==> src/rtl/gpio_port_pkg.sv <==
package gpio_port_pkg;

    // Which register an APB address selects
    typedef enum logic [1:0] {
        ACC_NONE = 2'd0,
        ACC_DATA = 2'd1,
        ACC_DIR  = 2'd2
    } acc_kind_e;

endpackage

==> src/rtl/gpio_addr_decode.sv <==
module gpio_addr_decode
    import gpio_port_pkg::*;
#(
    parameter int ADDR_W = 12,
    parameter int LINES  = 8
) (
    input  logic [ADDR_W-1:0] paddr,
    output acc_kind_e         kind,
    output logic [LINES-1:0]  mask
);
    localparam int MASK_LO = 2;
    localparam int MASK_HI = LINES + MASK_LO - 1;
    localparam logic [ADDR_W-1:0] DIR_OFF = ADDR_W'(1) << (MASK_HI + 1);

    always_comb begin
        mask = paddr[MASK_HI:MASK_LO];
        if (paddr[ADDR_W-1:MASK_HI+1] == '0) begin
            kind = ACC_DATA;
        end else if (paddr == DIR_OFF) begin
            kind = ACC_DIR;
        end else begin
            kind = ACC_NONE;
        end
    end
endmodule

==> src/rtl/gpio_in_sync.sv <==
module gpio_in_sync #(
    parameter int LINES  = 8,
    parameter int STAGES = 2
) (
    input  logic             pclk,
    input  logic             presetn,
    input  logic [LINES-1:0] pad_in,
    output logic [LINES-1:0] sync_out
);
    logic [STAGES-1:0][LINES-1:0] stg_d, stg_q;

    always_comb begin
        stg_d[0] = pad_in;
        for (int i = 1; i < STAGES; i++) begin
            stg_d[i] = stg_q[i-1];
        end
    end

    always_ff @(posedge pclk or negedge presetn) begin
        if (!presetn) begin
            stg_q <= '0;
        end else begin
            stg_q <= stg_d;
        end
    end

    assign sync_out = stg_q[STAGES-1];
endmodule

==> src/rtl/gpio_regs.sv <==
module gpio_regs
    import gpio_port_pkg::*;
#(
    parameter int LINES = 8
) (
    input  logic             pclk,
    input  logic             presetn,
    input  logic             wr_en,
    input  acc_kind_e        kind,
    input  logic [LINES-1:0] mask,
    input  logic [LINES-1:0] wdata,
    output logic [LINES-1:0] dir_q,
    output logic [LINES-1:0] dout_q
);
    typedef struct packed {
        logic [LINES-1:0] dir;
        logic [LINES-1:0] dout;
    } regs_t;

    regs_t st_d, st_q;

    always_comb begin
        st_d = st_q;
        if (wr_en) begin
            unique case (kind)
                ACC_DATA: st_d.dout = (st_q.dout & ~mask) | (wdata & mask);
                ACC_DIR:  st_d.dir  = wdata;
                default:  st_d      = st_q;
            endcase
        end
    end

    always_ff @(posedge pclk or negedge presetn) begin
        if (!presetn) begin
            st_q <= '0;
        end else begin
            st_q <= st_d;
        end
    end

    assign dir_q  = st_q.dir;
    assign dout_q = st_q.dout;

    // Masked-out lines hold, masked-in lines take the written bit
    assert_masked_write_R4: assert property (@(posedge pclk) disable iff (!presetn)
        (wr_en && kind == ACC_DATA) |=>
            ((((dout_q ^ $past(dout_q)) & ~$past(mask)) == '0) &&
             (((dout_q ^ $past(wdata)) & $past(mask)) == '0)));

    assert_dir_write_R5: assert property (@(posedge pclk) disable iff (!presetn)
        (wr_en && kind == ACC_DIR) |=> (dir_q == $past(wdata)));

    assert_stray_write_R10: assert property (@(posedge pclk) disable iff (!presetn)
        (wr_en && kind == ACC_NONE) |=>
            (dir_q == $past(dir_q) && dout_q == $past(dout_q)));
endmodule

==> src/rtl/masked_gpio_port.sv <==
module masked_gpio_port
    import gpio_port_pkg::*;
#(
    parameter int ADDR_W      = 12,
    parameter int LINES       = 8,
    parameter int SYNC_STAGES = 2
) (
    input  logic              pclk,
    input  logic              presetn,
    input  logic              psel,
    input  logic              penable,
    input  logic              pwrite,
    input  logic [ADDR_W-1:0] paddr,
    input  logic [LINES-1:0]  pwdata,
    output logic [LINES-1:0]  prdata,
    output logic              pready,
    output logic              pslverr,
    input  logic [LINES-1:0]  pad_in,
    output logic [LINES-1:0]  pad_out,
    output logic [LINES-1:0]  pad_oe
);
    acc_kind_e        kind;
    logic [LINES-1:0] mask;
    logic [LINES-1:0] dir_q, dout_q, sync_in;
    logic [LINES-1:0] rd_val;
    logic             wr_en;

    assign wr_en = psel && penable && pwrite;

    gpio_addr_decode #(.ADDR_W(ADDR_W), .LINES(LINES)) u_dec (
        .paddr (paddr),
        .kind  (kind),
        .mask  (mask)
    );

    gpio_in_sync #(.LINES(LINES), .STAGES(SYNC_STAGES)) u_sync (
        .pclk     (pclk),
        .presetn  (presetn),
        .pad_in   (pad_in),
        .sync_out (sync_in)
    );

    gpio_regs #(.LINES(LINES)) u_regs (
        .pclk    (pclk),
        .presetn (presetn),
        .wr_en   (wr_en),
        .kind    (kind),
        .mask    (mask),
        .wdata   (pwdata),
        .dir_q   (dir_q),
        .dout_q  (dout_q)
    );

    // Per-line read source: output register for outputs, synchronized pad for inputs
    always_comb begin
        unique case (kind)
            ACC_DATA: rd_val = mask & ((dir_q & dout_q) | (~dir_q & sync_in));
            ACC_DIR:  rd_val = dir_q;
            default:  rd_val = '0;
        endcase
    end

    assign prdata  = (psel && !pwrite) ? rd_val : '0;
    assign pready  = 1'b1;
    assign pslverr = 1'b0;
    assign pad_out = dout_q;
    assign pad_oe  = dir_q;

    assert_read_masked_R3: assert property (@(posedge pclk) disable iff (!presetn)
        (psel && penable && !pwrite && kind == ACC_DATA) |-> ((prdata & ~mask) == '0));

    assert_read_output_lines_R6: assert property (@(posedge pclk) disable iff (!presetn)
        (psel && penable && !pwrite && kind == ACC_DATA) |->
            ((prdata & mask & pad_oe) == (pad_out & mask & pad_oe)));

    assert_stray_read_R10: assert property (@(posedge pclk) disable iff (!presetn)
        (psel && penable && !pwrite && kind == ACC_NONE) |-> (prdata == '0));

    assert_dir_readback_R5: assert property (@(posedge pclk) disable iff (!presetn)
        (psel && penable && !pwrite && kind == ACC_DIR) |-> (prdata == pad_oe));
endmodule

==> config.mk <==
export PLATFORM = sky130hd
export DESIGN_NAME = masked_gpio_port
export DESIGN_NICKNAME = d
export VERILOG_FILES = /design/src/rtl/gpio_port_pkg.sv /design/src/rtl/gpio_addr_decode.sv /design/src/rtl/gpio_in_sync.sv /design/src/rtl/gpio_regs.sv /design/src/rtl/masked_gpio_port.sv
export SDC_FILE = /design/constraint.sdc
export NUM_CORES = 1
export LEC_CHECK = 0
export BUFFER_PORTS_ARGS = -buffer_cell sky130_fd_sc_hd__buf_2
export CELL_PAD_IN_SITES_DETAIL_PLACEMENT = 1
export CELL_PAD_IN_SITES_GLOBAL_PLACEMENT = 1
export CORE_MARGIN = 3
export CORE_UTILIZATION = 32
export DETAILED_ROUTE_END_ITERATION = 10
export PLACE_DENSITY = 0.75
export SETUP_SLACK_MARGIN = 0.3
export SYNTH_ARGS = -nofsm -noshare
export SYNTH_HDL_FRONTEND = slang
export SYNTH_SLANG_ARGS = --single-unit
==> constraint.sdc <==
create_clock -name pclk -period 1.2 [get_ports pclk]
set_input_delay 0.24 -clock pclk [delete_from_list [all_inputs] [get_ports pclk]]
set_output_delay 0.24 -clock pclk [all_outputs]
set_load 0.02 [all_outputs]
Word-level counts from Yosys, hierarchy flattened
Index checks and enable logic that the tools add are counted.
{"block": "word_totals", "regBits": 32, "inputBits": 33}
{"block": "op_classes", "n_eq_ne": 3, "mux": 4, "bitwise": 9, "reduce_logical": 7}
{"operator": "8-bit AND", "count": 5}
{"operator": "8-bit NOT", "count": 2}
{"operator": "8-bit OR", "count": 2}
{"operator": "8-bit case mux with 2 select lines", "count": 1}
{"operator": "12-bit by 11-bit equality test with 1-bit output, second input constant", "count": 1}
{"operator": "8-bit two-way mux", "count": 1}
{"operator": "2-bit two-way mux", "count": 2}
{"operator": "2-bit AND reduction", "count": 2}
{"operator": "1-bit logical AND", "count": 3}
{"operator": "2-bit by 1-bit equality test with 1-bit output, second input constant", "count": 1}
{"operator": "2-bit equality test, second input constant", "count": 1}
{"operator": "2-bit logical NOT", "count": 1}
{"operator": "1-bit logical NOT", "count": 1}

Longest topological paths before layout
Gate-level depths: netlist (run 1).
{"block": "depth", "word_depth": 6, "depth_mapped": 4, "depth_no_buf": 3}

By module
A second synthesis (run 1) with hierarchy kept.
{"block": "hier_totals", "cells_unflattened": 111, "area_unflattened_um2": 1466.4}
{"mod": "gpio_regs", "n_inst": 1, "cells_each": 43, "area_each_um2": 686.9, "seq_area_each_um2": 400.4}
{"mod": "gpio_in_sync", "n_inst": 1, "cells_each": 16, "area_each_um2": 400.4, "seq_area_each_um2": 400.4}
{"mod": "masked_gpio_port", "n_inst": 1, "cells_each": 39, "area_each_um2": 287.8, "seq_area_each_um2": 0.0}
{"mod": "gpio_addr_decode", "n_inst": 1, "cells_each": 13, "area_each_um2": 91.3, "seq_area_each_um2": 0.0}

Least setup slack after synthesis (run 1)
OpenSTA, ideal clock, no wires.
{"block": "synth_path", "path_kind": "input -> output", "from": "input port paddr[1]", "to": "output port prdata[0]", "arrival_time_ns": 1.244, "setup_slack_ns": -0.284, "stages": 3, "cell_sequence": "nor4b_4 -> nand4_1 -> a21oi_1"}
{"block": "synth_via", "elab_chain_cells": 6, "elab_cells_between_ends": 7, "cone_classes": "eq/ne (3); mux (4)"}
{"element": "from (decl)", "line_no": "masked_gpio_port.sv:13", "source": "input logic [ADDR_W-1:0] paddr,"}
{"element": "12-bit by 11-bit equality test with 1-bit output *", "line_no": "gpio_addr_decode.sv:19", "source": "end else if (paddr == DIR_OFF) begin"}
{"element": "2-bit two-way mux *", "line_no": "gpio_addr_decode.sv:19"}
{"element": "2-bit two-way mux *", "line_no": "gpio_addr_decode.sv:17", "source": "if (paddr[ADDR_W-1:MASK_HI+1] == '0) begin"}
{"element": "2-bit equality test or 2-bit by 1-bit equality test with 1-bit output (tied branches)", "line_no": "masked_gpio_port.sv:56", "source": "unique case (kind)"}
{"element": "8-bit case mux with 2 select lines *", "line_no": "masked_gpio_port.sv:56"}
{"element": "8-bit two-way mux *", "line_no": "masked_gpio_port.sv:63", "source": "assign prdata = (psel && !pwrite) ? rd_val : '0;"}
{"element": "to (decl)", "line_no": "masked_gpio_port.sv:15", "source": "output logic [LINES-1:0] prdata,"}
Mark *: on every way between the ends. The rest lies on a longest branch, timed or not.

Final worst setup path (run 1)
{"block": "layout_path", "from": "input port paddr[4]", "to": "output port prdata[4]"}
The elaborated chain is that of the path after synthesis.

==> key figures, run 1 <==
Pwr
  • Max VDD drop: 969 µV
  • Leakage: 1.31 nW
  • Cell Pwr Density: 1040 mW/mm²

Critical path
  • CP Launch Point: paddr[4]
  • Critical Path Start Type: input port
  • CP arrival: 1400 ps
  • RR Startpoint: u_regs.dir_q[7]
  • Worst-path maximum fanout: 5
  • CP Class: in2out
  • CP Data Required Time: 960 ps
  • CP Capture Type: output port

Timing
  • Slack of the critical path: -444 ps
  • Final Slew Violations: 0
  • Setup TNS: -5790 ps
  • # setup viols final: 32
  • Clk_skew: 7.73 ps
  • RSZ-0062 raised after global routing: true
  • Max Fclk: 608 MHz
  • Final Hold Fails: 0
  • Fin crit share: 137%
  • Minimum clock period: 1640 ps

Placement
  • Dpl cells: 239
  • Routability cong.: 0.809
  • Placed inst area: 0.00210 mm²
  • Port bufs: 56
  • Hpwl dp: 3390 µm

GRT
  • Vias in the first global route: 1555
  • First-pass GRT wire length: 8580 µm
  • Antenna violations before repair: 0
  • GRT overflow: 0
  • GR Util All Layers: 22.7%
  • Pin count of the biggest net entering global routing: 33

Cells and area
  • Design Area, Final: 0.00281 mm²
  • Nets@finish: 249
  • # diodes: 0
  • Commonest non-fill, non-tap cells in the layout: 59 x buf_6, 32 x dfrtp_1, 25 x buf_2, 20 x buf_4, 16 x mux2_4
  • Fin cells: 267
  • Layout area overhead: 103%
  • Layout cells sized above 1: 78.8%
  • Commonest non-fill, non-tap cell in the layout: buf_6

Hold path
  • Hold Path Origin: pad_in[6]
  • Tightest Hold Check Type: in2reg

Logic synthesis
  • Synth unique cells: 16
  • Synthesis warning total: 0
  • Mapped Area: 0.00138 mm²
  • Syn Area/Cell: 13.5 µm²
  • Syn Nets: 135
  • FF+latch count, synth: 32
  • Seq/Total Area, Yosys: 58.0%
  • Mapped Cells: 102

Route
  • Routed wire length: 6240 µm
  • DRC Markers: 0
  • ANT nets after route: 0
  • Drt initial violations: 54
  • Vias per cell: 5.11
  • Drt first pass iters: 4
  • WL/cell: 23.4 µm
  • Vias: 1365

Clocking
  • Root Buffer: clkbuf_8
  • CTS H-Tree Depth: 2
  • Clock Path Buffers: 2
  • Skew-Pair Late Insertion Delay: 310 ps
  • CTS tree: yes
  • TritonCTS Buffers: 5
  • Clock Pin Slew Worst Setup and Hold Paths: 70 ps
  • Clk sinks: 32

Die
  • Num ports: 59
  • Num rows: 23
  • Starting density of the core: 33.8%
  • Die area: 0.00514 mm²
  • Die Y: 71.7 µm
  • Core area: 0.00409 mm²
  • Die X: 71.7 µm

Run status
  • Outcome: complete, but fails checks
  • Failing checks: setup timing

Job
  • Max Cap Viol: 0
[worst paths after layout]
path / cells after the start / end / slack, ps
max: 6 / prdata[4] / -440
min: 1 / u_sync.stg_d[14] / 40
max reg2reg: 4 / u_regs.dir_q[7] / 70
min reg2reg: 0 / u_sync.sync_out[4] / 350
max in group asynchronous: 3 / u_regs.dir_q[1] / 410
min in group asynchronous: 3 / u_sync.sync_out[7] / 490
[metrics by stage]
stage	hold slack, ps	util [%]	power, mW	setup WS, ps
after floorplan	-55.6	-	1.44	-193
after global routing	31.2	68.6	3.04	-468
after CTS	52.7	63.8	2.81	-347
after detailed placement	288	51.5	1.76	-376
after global placement	269	51.5	1.73	-315
final	39.8	68.6	2.91	-444
[synth_stat cells (all sizes together)]
master / number / area share [%]
clkbuf: 1 / 0.27
nor4: 2 / 3.1
mux2: 24 / 20
nand3: 16 / 5.8
nor4b: 1 / 1.7
nand2b: 1 / 0.45
nor2: 1 / 0.27
a21oi: 8 / 2.9
conb: 2 / 0.54
dfrtp: 32 / 58
nand4: 9 / 5.2
buf: 4 / 1.7
and3: 1 / 0.45
[logic make-up after synthesis]
group	after synthesis	share of synthesized area (%)
other	2	0.544
and+or+nand+nor	31	17.0
DFF	32	58.0
AOI/OAI and AO/OA	8	2.90
muxes	24	19.6
buffers and inverters	5	1.99
[where the power goes]
group	switching [mW]	internal [mW]	leakage, nW
sequential	0.0568	1.16	0.401
combinational	0.342	0.470	0.867
clock	0.417	0.467	0.0455
[what timing repair did]
item,CTS,global route
setup buffers,6,10
endpoints found under the setup margin,40,40
pin swaps,20,14
hold buffers,1,0
resized for setup,94,31
cloned,3,0
endpoints found under the hold margin,32,0
[routing by layer]
| metal | vias to the layer above | routed length, µm | share of wire (%) | GRT usage, % |
|---|---|---|---|---|
| li1 | 608 | - | - | - |
| met1 | 682 | 2440 | 39 | 25.6 |
| met2 | 57 | 3230 | 52 | 39.8 |
| met3 | 18 | 352 | 5.6 | 6.73 |
| met4 | 0 | 211 | 3.4 | 9.81 |
| met5 | - | 0 | 0 | 0 |
[worst max-delay path: stages]
cell and delay (ps):
buf_8 100, nor4_4 360, buf_6 180, nand4_1 150, a21oi_2 210, buf_4 170
[final cells by class]
cell class | instances | area (µm²)
well taps | 50 | 62.6
repair buffers | 112 | 1060
multi-input cells | 65 | 787
fillers | 384 | 1280
flip-flops and latches | 32 | 801
clock buffers | 8 | 90.1
(Power assumes the default switching activity.)
==> run 2: changes to the inputs <==
--- a/config.mk
+++ b/config.mk
@@ -12,7 +12,7 @@
 export CORE_UTILIZATION = 32
 export DETAILED_ROUTE_END_ITERATION = 10
 export PLACE_DENSITY = 0.75
-export SETUP_SLACK_MARGIN = 0.3
+export SETUP_SLACK_MARGIN = 0.02
 export SYNTH_ARGS = -nofsm -noshare
 export SYNTH_HDL_FRONTEND = slang
 export SYNTH_SLANG_ARGS = --single-unit
==> run 2 against run 1 <==
The flow still finishes with violations (setup timing). Sequential power about the same. Hold slack better by 12 ps. Global-route usage down 4.0 points. Largest cell class is now flip-flops and latches.
==> key figures, run 2 (synthesized netlist as in run 1, its figures left out) <==
Run status
  • Outcome: complete, but fails checks
  • Failing checks: setup timing

Critical path
  • Worst path bufs/invs: 1
  • Critical Path Start Type: flip-flop
  • CP max stage delay: 370 ps
  • CP Capture Type: output port
  • Critical Path, Cell by Cell: mux2_2, nand3_2, a21oi_2, buf_4
  • Worst-path maximum fanout: 2
  • CP max-delay cell: dfrtp_1
  • CP arrival: 1300 ps
  • Delay-heaviest family, CP: flip-flops
  • CP Data Required Time: 960 ps
  • CP Class: reg2out

Route
  • ANT nets after route: 0
  • Vias: 1221
  • Drt first pass iters: 4
  • Routed wire length: 4530 µm
  • DRC Markers: 0
  • WL/cell: 18.6 µm
  • Drt initial violations: 51
  • Vias per cell: 5.02

GRT
  • GRT overflow: 0
  • Antenna violations before repair: 0
  • Pin count of the biggest net entering global routing: 33
  • Vias in the first global route: 1442
  • GR Util All Layers: 18.7%
  • First-pass GRT wire length: 7250 µm

Placement
  • Routability cong.: 0.837
  • Pre-CTS WS: -357 ps
  • Port bufs: 56
  • Dpl cells: 231
  • Hpwl dp: 3170 µm

Die
  • Die X: 71.7 µm
  • Die Y: 71.7 µm
  • Starting density of the core: 33.8%
  • Die area: 0.00514 mm²
  • Core area: 0.00409 mm²
  • Num rows: 23
  • Num ports: 59

Timing
  • Setup TNS: -3210 ps
  • # setup viols final: 16
  • Final Slew Violations: 0
  • Minimum clock period: 1540 ps
  • Fin crit share: 128%
  • RSZ-0062 raised after global routing: true
  • Max Fclk: 650 MHz
  • Slack of the critical path: -339 ps
  • Clk_skew: 0.784 ps
  • Final Hold Fails: 0

Pwr
  • Total power: 2.64 mW
  • Cell Pwr Density: 1120 mW/mm²
  • Max VDD drop: 767 µV
  • Leakage: 1.11 nW

Cells and area
  • # diodes: 0
  • Layout area overhead: 71.0%
  • Fin cells: 243
  • Post-layout util: 57.7%
  • Fillers: 436
  • Nets@finish: 225
  • Commonest non-fill, non-tap cells in the layout: 34 x buf_6, 33 x buf_2, 32 x dfrtp_1, 16 x mux2_2, 16 x buf_4
  • Layout cells sized above 1: 72.0%
  • Commonest non-fill, non-tap cell in the layout: buf_6

Clocking
  • Clock Pin Slew Worst Setup and Hold Paths: 70 ps
  • Skew-Pair Late Insertion Delay: 280 ps
  • CTS H-Tree Depth: 2
  • Root Buffer: clkbuf_8
  • Clk sinks: 32
  • TritonCTS Buffers: 5
  • Clock Path Buffers: 2
  • CTS tree: yes

Hold path
  • Tightest Hold Check Type: in2reg

Job
  • Max Cap Viol: 0
==> run 2: what timing repair did <==
item,CTS,global route
endpoints found under the hold margin,32,0
setup endpoints to repair,29,29
resized for setup,57,21
buffers inserted,2,3
pin swaps,14,14
hold buffers,1,0
==> run 2: worst paths after layout <==
path                                  startpoint                          to  slack, ps  cells past startpoint
max in group asynchronous                presetn            u_sync.stg_d[11]        330                      3
worst min-delay path                   pad_in[7]            u_sync.stg_d[15]         50                      1
worst max register to register         flip-flop                   flip-flop        190                      3
worst max-delay path             u_regs.dir_q[6]                   prdata[6]       -340                      4
worst min register to register  u_sync.stg_d[11]          u_sync.sync_out[3]        350                      0
min in group asynchronous                presetn  asynchronous set/reset pin        570                      3
==> run 2: final cells by class <==
type / instances / area (µm²) / share of cell area (%)
Tap cell: 50 / 62.6 / 2.65
Multi-Input combinational cell: 65 / 654 / 27.7
Clock inverter: 1 / 7.51 / 0.318
Timing Repair Buffer: 88 / 748 / 31.7
Clock buffer: 7 / 86.3 / 3.66
Sequential cell: 32 / 801 / 33.9
==> run 2: metrics by stage <==
step | hold WS, ps | cell area (µm²)
global route | 46.6 | 2360
CTS | 48.3 | 2270
global placement | 273 | 1960
floorplan | -55.6 | 1410
finish | 52.0 | 2360
detailed placement | 283 | 1960
==> run 2: power breakdown <==
part	total, mW	switching, mW	internal [mW]	leakage, nW
clock network	0.863	0.397	0.466	0.0445
registers	1.21	0.0512	1.16	0.401
logic	0.564	0.263	0.301	0.667
==> run 2: metal layers <==
layer  track usage (%)  vias up  routed length, µm
met1              21.4      614               1790
met2              32.6       40               2410
li1                  -      556                  -
met3              5.05       11                227
met5                 0        -                  0
met4              8.14        0                 99
==> run 3: changes to the inputs <==
--- a/config.mk
+++ b/config.mk
@@ -5,13 +5,14 @@
 export SDC_FILE = /design/constraint.sdc
 export NUM_CORES = 1
 export LEC_CHECK = 0
+export ABC_AREA = 1
 export BUFFER_PORTS_ARGS = -buffer_cell sky130_fd_sc_hd__buf_2
 export CELL_PAD_IN_SITES_DETAIL_PLACEMENT = 1
 export CELL_PAD_IN_SITES_GLOBAL_PLACEMENT = 1
 export CORE_MARGIN = 3
-export CORE_UTILIZATION = 32
+export CORE_UTILIZATION = 31
 export DETAILED_ROUTE_END_ITERATION = 10
-export PLACE_DENSITY = 0.75
+export PLACE_DENSITY = 0.76
 export SETUP_SLACK_MARGIN = 0.02
 export SYNTH_ARGS = -nofsm -noshare
 export SYNTH_HDL_FRONTEND = slang
==> run 3 against run 2 <==
The run still ends with setup timing left. Critical path depth did not move. Hold slack lost 2.9 ps. Cell area is 12% higher. Worst setup slack improved by 8.0 ps. Largest cell class is now multi-input gates. Non-clock buffer count is 17 higher. Clock-buffer cell count decreased by 2.
==> key figures, run 3 <==
Timing
  • Clk_skew: 0.594 ps
  • # setup viols final: 15
  • Slack of the critical path: -331 ps
  • Setup TNS: -2920 ps
  • RSZ-0062 raised after global routing: true
  • Max Fclk: 653 MHz
  • Minimum clock period: 1530 ps
  • Hold slack: 49.1 ps
  • Final Hold Fails: 0
  • Final Slew Violations: 0
  • Fin crit share: 128%

Clocking
  • Skew-Pair Late Insertion Delay: 290 ps
  • CTS tree: yes
  • CTS H-Tree Depth: 2
  • TritonCTS Buffers: 5
  • Clock Pin Slew Worst Setup and Hold Paths: 80 ps
  • Clk sinks: 32
  • Clock Path Buffers: 2
  • Root Buffer: clkbuf_8

Logic synthesis
  • Syn Area/Cell: 8.74 µm²
  • Mapped Area: 0.00147 mm²
  • Yosys top cell area share: 54.6%
  • Synthesis warning total: 0
  • Count leader, synth: nand2_1
  • Synth area leader: dfrtp_1
  • Number of synthesized flops with an enable pin: 0
  • Primary FF master, synth: dfrtp_1
  • Area contributors post-synth: dfrtp_1 55%, nand2_1 13%, nand3_1 8.2%, nand4_1 3.4%, a21oi_1 2.7%
  • Syn Nets: 201
  • Mapped Cells: 168
  • Synth unique cells: 20
  • FF+latch count, synth: 32
  • Seq/Total Area, Yosys: 54.6%
  • Synth top cells by count: 51 x nand2_1, 32 x dfrtp_1, 24 x nand3_1
  • Asr flop ratio synth: 100%

Route
  • Vias per cell: 4.90
  • Drt first pass iters: 4
  • Drt initial violations: 64
  • ANT nets after route: 0
  • Routed wire length: 5520 µm
  • WL/cell: 16.9 µm
  • DRC Markers: 0
  • Vias: 1602

Die
  • Die Y: 74.8 µm
  • Num ports: 59
  • Core area: 0.00447 mm²
  • Die X: 74.8 µm
  • Starting density of the core: 32.8%
  • Die area: 0.00560 mm²
  • Num rows: 24

Hold path
  • Tightest Hold Check Type: in2reg

GRT
  • GRT overflow: 0
  • First-pass GRT wire length: 8810 µm
  • GR Util All Layers: 21.4%
  • Antenna violations before repair: 1
  • Vias in the first global route: 1725
  • Pin count of the biggest net entering global routing: 33

Cells and area
  • Post-layout util: 59.2%
  • Design Area, Final: 0.00265 mm²
  • Commonest non-fill, non-tap cells in the layout: 47 x nand2_1, 40 x buf_2, 34 x buf_4, 29 x buf_6, 27 x dfrtp_1
  • Layout cells sized above 1: 59.3%
  • Layout area overhead: 80.4%
  • Fillers: 525
  • # diodes: 0
  • Nets@finish: 307
  • Commonest non-fill, non-tap cell in the layout: nand2_1

Critical path
  • Worst-path maximum fanout: 4
  • Delay-heaviest family, CP: flip-flops
  • CP Capture Type: output port
  • Worst path bufs/invs: 1
  • CP max-delay cell: dfrtp_1
  • Critical Path, Cell by Cell: o21ai_1, nand3_2, a21oi_4, buf_6
  • CP arrival: 1290 ps
  • CP max stage delay: 430 ps
  • Critical Path Start Type: flip-flop
  • CP Class: reg2out
  • CP Data Required Time: 960 ps

Run status
  • Outcome: complete, but fails checks
  • Failing checks: setup timing

Pwr
  • Max VDD drop: 720 µV
  • Leakage: 1.27 nW
  • Total power: 2.74 mW
  • Cell Pwr Density: 1030 mW/mm²

Placement
  • Routability cong.: 0.785
  • Placed inst area: 0.00225 mm²
  • Hpwl dp: 3690 µm
  • Port bufs: 56

Job
  • Max Cap Viol: 0
-- run 3: repair_timing --
action	in CTS	in global routing
hold buffers	1	0
hold endpoints to repair	32	0
pin swaps	13	16
setup buffers	8	7
setup endpoints to repair	16	16
gates resized for setup	50	30
-- run 3: power by group --
group          switching, mW  leakage, nW  internal (mW)  total, mW
clock network          0.438       0.0541          0.614       1.05
registers             0.0506        0.394           1.16       1.21
logic                  0.285        0.826          0.195      0.481
-- run 3: final timing paths --
| kind | startpoint | cells past startpoint | slack (ps) | end |
|---|---|---|---|---|
| min in group asynchronous | presetn | 3 | 520 | u_sync.stg_d[15] |
| worst min register to register | u_sync.stg_d[10] | 0 | 350 | u_sync.sync_out[2] |
| max in group asynchronous | presetn | 3 | 340 | u_regs.dir_q[2] |
| worst min-delay path | pad_in[7] | 1 | 50 | u_sync.stg_d[15] |
| worst max register to register | u_regs.dir_q[7] | 4 | 250 | u_regs.dir_q[7] |
| worst max-delay path | u_regs.dir_q[3] | 4 | -330 | prdata[3] |
-- run 3: layout make-up --
class,count,area [µm²],area share [%]
clock inverter,3,42.5,1.61
inverter,10,37.5,1.42
multi-input combinational,120,815,30.8
timing repair buffer,105,812,30.7
clock buffer,5,68.8,2.60
tap,52,65.1,2.46
sequential,32,807,30.5
-- run 3: routing by layer --
layer	GRT usage, %	wire (µm)
met2	38.0	2920
met1	25.3	2250
met4	6.13	76
met5	0	7
met3	5.74	268
-- run 3: through the flow --
step / cells / setup WS, ps
after floorplan: 168 / -15.7
after global placement: 313 / -299
after detailed placement: 313 / -316
after CTS: 325 / -351
after global routing: 327 / -395
final: 327 / -331
-- run 3: worst register-to-register path, delay by kind of cell (launching register included) --
kind                   cells  cell delay (ps)
buffers and inverters      2              280
DFF                        1              440
and+or+nand+nor            2              130
-- run 3: logic make-up (layout without fill, tap and decap cells) --
| logic type | after synthesis | after routing | share of synthesized area (%) |
|---|---|---|---|
| buffers and inverters | 16 | 123 | 6.22 |
| other | 2 | 2 | 0.512 |
| AO/OA/AOI/OAI | 16 | 16 | 5.46 |
| flip-flops | 32 | 32 | 54.6 |
| AND/OR/NAND/NOR | 102 | 102 | 33.2 |
